===== config.mk =====
export PLATFORM = sky130hd
export DESIGN_NAME = adaptive_window_ctrl
export DESIGN_NICKNAME = d
export VERILOG_FILES = /design/src/rtl/adaptive_window_ctrl.sv
export SDC_FILE = /design/constraint.sdc
export NUM_CORES = 1
export LEC_CHECK = 0
export CAP_MARGIN = 20
export CORE_MARGIN = 10
export CORE_UTILIZATION = 25
export DETAILED_ROUTE_END_ITERATION = 8
export PLACE_DENSITY = 0.48
export REMOVE_ABC_BUFFERS = 1
export SLEW_MARGIN = 40
export SYNTH_ARGS = -nofsm -noshare
export SYNTH_HDL_FRONTEND = slang
export SYNTH_SLANG_ARGS = --single-unit

===== constraint.sdc =====
create_clock -name clk -period 11.1 [get_ports clk]
set_input_delay 1.665 -clock clk [delete_from_list [all_inputs] [get_ports clk]]
set_output_delay 1.665 -clock clk [all_outputs]
set_load 0.05 [all_outputs]

===== src/rtl/adaptive_window_ctrl.sv =====
module adaptive_window_ctrl #(
  parameter int LEN_W  = 10,
  parameter int LAT_W  = 10,
  parameter int STEP_W = 10,
  parameter int FRAC   = 8,
  parameter int PROBE  = 4
) (
  input  logic              clk,
  input  logic              rst_n,
  input  logic [LEN_W-1:0]  init_len,
  input  logic [LEN_W-1:0]  min_len,
  input  logic [LEN_W-1:0]  max_len,
  input  logic [STEP_W-1:0] step,
  input  logic [LAT_W-1:0]  lat_in,
  output logic [LEN_W-1:0]  win_len,
  output logic              win_end
);
  localparam int NUM_W = STEP_W + LAT_W + 1;
  localparam int SW    = NUM_W + LEN_W + 2;
  localparam int BC_W  = $clog2(NUM_W + 1);

  typedef enum logic [1:0] {S_LOAD, S_COUNT, S_DIV, S_APPLY} st_t;

  st_t               state;
  logic [LEN_W-1:0]  cur_len, prev_len, cnt;
  logic [LAT_W-1:0]  prev_lat;
  logic              have_prev, neg;
  logic [NUM_W-1:0]  dvd, quo;
  logic [LEN_W:0]    dvs, rem;
  logic [BC_W-1:0]   bitc;

  function automatic logic [LEN_W-1:0] clampv(input logic signed [SW-1:0] v,
                                              input logic [LEN_W-1:0] lo,
                                              input logic [LEN_W-1:0] hi);
    logic signed [SW-1:0] lo_s, hi_s;
    lo_s = $signed({{(SW-LEN_W){1'b0}}, lo});
    hi_s = $signed({{(SW-LEN_W){1'b0}}, hi});
    if (v < lo_s)      return lo;
    else if (v > hi_s) return hi;
    else               return v[LEN_W-1:0];
  endfunction

  logic [LEN_W-1:0] lo_b;
  assign lo_b = (min_len < LEN_W'(2)) ? LEN_W'(2) : min_len;

  assign win_len = cur_len;
  assign win_end = (state == S_COUNT) && (cnt == '0);

  logic signed [LAT_W:0] dlat;
  logic signed [LEN_W:0] dlen;
  logic [LAT_W:0]        lat_abs;
  logic [LEN_W:0]        len_abs;
  logic [NUM_W-1:0]      prod;
  assign dlat    = $signed({1'b0, lat_in})  - $signed({1'b0, prev_lat});
  assign dlen    = $signed({1'b0, cur_len}) - $signed({1'b0, prev_len});
  assign lat_abs = dlat[LAT_W] ? $unsigned(-dlat) : $unsigned(dlat);
  assign len_abs = dlen[LEN_W] ? $unsigned(-dlen) : $unsigned(dlen);
  assign prod    = NUM_W'(step) * NUM_W'(lat_abs);

  logic [LEN_W+1:0] shifted;
  logic             fits;
  logic [LEN_W:0]   rem_nx;
  assign shifted = {rem, dvd[NUM_W-1]};
  assign fits    = shifted >= {1'b0, dvs};
  assign rem_nx  = fits ? (LEN_W+1)'(shifted - {1'b0, dvs}) : shifted[LEN_W:0];

  logic [NUM_W-1:0]     adj;
  logic signed [SW-1:0] cur_s, adj_s;
  logic [LEN_W-1:0]     init_c, probe_c, apply_c;
  assign adj     = quo >> FRAC;
  assign cur_s   = $signed({{(SW-LEN_W){1'b0}}, cur_len});
  assign adj_s   = $signed({{(SW-NUM_W){1'b0}}, adj});
  assign init_c  = clampv($signed({{(SW-LEN_W){1'b0}}, init_len}), lo_b, max_len);
  assign probe_c = clampv(cur_s + SW'(PROBE), lo_b, max_len);
  assign apply_c = clampv(neg ? (cur_s + adj_s) : (cur_s - adj_s), lo_b, max_len);

  always_ff @(posedge clk) begin
    if (!rst_n) begin
      state     <= S_LOAD;
      cur_len   <= '0;
      prev_len  <= '0;
      prev_lat  <= '0;
      cnt       <= '0;
      have_prev <= 1'b0;
      neg       <= 1'b0;
      dvd       <= '0;
      dvs       <= '0;
      rem       <= '0;
      quo       <= '0;
      bitc      <= '0;
    end else begin
      case (state)
        S_LOAD: begin
          cur_len <= init_c;
          cnt     <= init_c - 1'b1;
          state   <= S_COUNT;
        end
        S_COUNT: begin
          if (cnt != '0) begin
            cnt <= cnt - 1'b1;
          end else begin
            prev_lat  <= lat_in;
            prev_len  <= cur_len;
            have_prev <= 1'b1;
            if (!have_prev) begin
              cur_len <= probe_c;
              cnt     <= probe_c - 1'b1;
            end else if (dlen == '0) begin
              cnt <= cur_len - 1'b1;
            end else begin
              neg   <= dlat[LAT_W] ^ dlen[LEN_W];
              dvd   <= prod;
              dvs   <= len_abs;
              rem   <= '0;
              quo   <= '0;
              bitc  <= BC_W'(NUM_W - 1);
              state <= S_DIV;
            end
          end
        end
        S_DIV: begin
          dvd <= dvd << 1;
          rem <= rem_nx;
          quo <= {quo[NUM_W-2:0], fits};
          if (bitc == '0) state <= S_APPLY;
          else            bitc  <= bitc - 1'b1;
        end
        default: begin
          cur_len <= apply_c;
          cnt     <= apply_c - 1'b1;
          state   <= S_COUNT;
        end
      endcase
    end
  end

  assert_single_pulse_R3: assert property (@(posedge clk) disable iff (!rst_n)
    win_end |=> !win_end);

  assert_len_in_bounds_R8: assert property (@(posedge clk) disable iff (!rst_n)
    (state == S_COUNT) |-> (cur_len >= lo_b && cur_len <= max_len));

  assert_hold_during_div_R7: assert property (@(posedge clk) disable iff (!rst_n)
    (state == S_DIV) |=> $stable(win_len) && !win_end);

  assert_flat_keeps_len_R5: assert property (@(posedge clk) disable iff (!rst_n)
    (win_end && have_prev && cur_len == prev_len) |=> (state == S_COUNT && win_len == $past(win_len)));

  assert_countdown_R2: assert property (@(posedge clk) disable iff (!rst_n)
    (state == S_COUNT && cnt != '0) |=> (state == S_COUNT && cnt == $past(cnt) - 1'b1));

  assert_probe_first_R4: assert property (@(posedge clk) disable iff (!rst_n)
    (win_end && !have_prev) |=> (have_prev && state == S_COUNT));
endmodule


==> impl_metrics.tcl <==
set metrics [dict create \
    antenna_found_initial 0 \
    max_freq_mhz 100 \
    initial_core_util_pct 25.2 \
    crit_top_cell "fa_1" \
    clockBufferDepth 2 \
    track_usage_pct 12.8 \
    report.final.slew_viol_count 0 \
    syn_area_per_cell_um2 7.94 \
    holdPathEnd "prev_lat[4]$_SDFFE_PN0P_" \
    worst-path-stages 34 \
    num_vias 12500 \
    hold_violations 0 \
    yosys.area.top_type "dfxtp_1" \
    drive_above_1_share_pct 6.53 \
    fp.coreArea_um2 55000 \
    synthTopCellsByArea "dfxtp_1 16%, ha_1 16%, fa_1 11%" \
    nets 2082 \
    drt_first_iter_violations 941 \
    area_growth_pct 14.4 \
    fin_skew_ps 11.3 \
    cts_hold_buffers 0 \
    synth_edf_count 0 \
    clkTransAtPathRegs_ps 60 \
    yosysSeqAreaShare_pct 16.3 \
    io_buffers 62 \
    synth_cells 1748 \
    die-height_um 256 \
    run_status "finished clean" \
    grt_first_pass_wirelength_um 68200 \
    path_class "primary input to flop" \
    start_kind "primary input" \
    hpwl_um 33000 \
    cp-startpoint "lat_in[0]" \
    place_ws_ps 682 \
    slowest_delay_ps 630 \
    syn_area_um2 13900 \
    synth_cell_type_count 97 \
    post_cts.repair.setup_buffers 0 \
    synthFlopType "dfxtp_1" \
    r2r_slack_ps 2510 \
    viasPerCell 4.94 \
    cts_buffers 17 \
    hold_class "flop to flop" \
    die_w_um 256 \
    cts_sinks 113 \
    synth-async-reset-ratio_pct 0 \
    path_delay_family "adder cells" \
    cts.htree.levels 4 \
    worstPathArrival_ps 10270 \
    rsz0062_at_grt "no" \
    synth_most_common_cell "inv_1" \
    rows 86 \
    ant_nets 0 \
    worstHoldPathCells 2 \
    synth_top_area_share_pct 16.3 \
    maxSlewHeadroom_pct 46.4 \
    stdcell_count 2539 \
    wl_per_cell_um 16.7 \
    maxCapViolations 0 \
    worstPathMaxFanout 11 \
    first_global_vias 12300 \
    drt_first_pass_iters 6 \
    worstReg2RegEnd "dvd[20]$_SDFFE_PN0P_" \
    path_buf_inv 5 \
    synth-seq-cells 113 \
    drcViolationCount 0 \
    gr-total-overflow 0 \
    finalSetupTns_ps 0 \
    worstHoldStart "prev_lat[4]$_SDFFE_PN0P_" \
    cts_resized 0 \
    final-setup-viol-count 0 \
    tightest_slew_ps 804 \
    crit_path_end_kind "flop" \
    setup_ws_ps 1140 \
    clk_latency_ps 440 \
    r2r-start "prev_lat[0]$_SDFFE_PN0P_" \
    dp_cells 2510 \
    fin_crit_ps 9960 \
    io_pins 63 \
    globalplace.congestion 0.902 \
    die_area_um2 65300 \
    cp_data_required_time_ps 11410 \
    synth_common_cells "177 x inv_1, 176 x nand2_1, 174 x ha_1" \
    finalCritPeriodShare_pct 89.7 \
    wl_um 42400 \
    slowest_stage "xor2_1" \
    cts_tree "done" \
    antenna_cells 0 \
    cts_root_buf "clkbuf_16" \
    grt_max_degree 91 \
    ys_warn_count 0 \
    ff2ff_path_depth 32 \
]
state kept, by name, summed over array words and instances (netlist names):
name	cells
prev_lat	10
have_prev	1
bitc	5
win_len	10
dvs	11
quo	21
dvd	21
rem	11
neg	1
cnt	10
state	2
prev_len	10
worst max-delay path by stage:
stage,endpoint,slack [ps]
2_1_floorplan,dvd[19]$_SDFFE_PN0P_,1990
3_3_place_gp,dvd[19]$_SDFFE_PN0P_,850
3_5_place_dp,dvd[19]$_SDFFE_PN0P_,680
4_1_cts,dvd[19]$_SDFFE_PN0P_,1150
5_1_grt,dvd[19]$_SDFFE_PN0P_,470
6_report,dvd[20]$_SDFFE_PN0P_,1140
through the flow:
stage,hold WS (ps),area (um2),util (%)
after global routing,468,15900,28.9
after floorplan,432,13500,-
final,453,15900,28.9
after detailed placement,446,15400,27.9
after CTS,455,15900,28.9
after global placement,439,15300,27.9
layout make-up:
class	instances	area, um2
fill	5937	39100
multi-input combinational	1379	10700
sequential	113	2260
tap	748	936
timing repair buffer	89	835
inverter	181	681
clock buffer	22	474
clock inverter	7	37.5
cells by family after synthesis:
logic type,count (synthesis),synth area share [%]
simple gates,589,21.0
buf+inv,256,7.28
mux,33,2.42
flops,113,16.3
fa+ha+maj,249,26.5
xor+xnor,71,4.48
compound gates,437,22.0
tightest hold or removal path: stages (launching register included):
cell	delay [ps]
dfxtp_1	300
nand2_1	50
a21oi_1	50
placed cells by master (no fill, tap or decap), types with 24 or more instances in the layout:
master and n:
a211oi_1 40, a21o_1 28, a21oi_1 138, and2_1 58
buf_4 25, clkdlybuf4s50_1 62, dfxtp_1 113, fa_1 75
ha_1 173, inv_1 177, mux2i_1 28, nand2_1 175
nand2b_1 24, nand3_1 57, nor2_1 127, nor2b_1 39
nor3_1 36, o21ai_0 59, xnor2_1 40, xor2_1 30
routing by layer:
layer / GRT usage, % / vias up / part of all wire [%]
met3: 2.11 / 51 / 4.2
met4: 3.44 / 0 / 1.7
met2: 20.6 / 232 / 46
met1: 17.4 / 6079 / 48
li1: - / 6187 / -
met5: 0 / - / 0
Power is left out: the tool's default activity adds up to more than one toggle a clock period on the data nets, which glitch-free logic cannot reach.
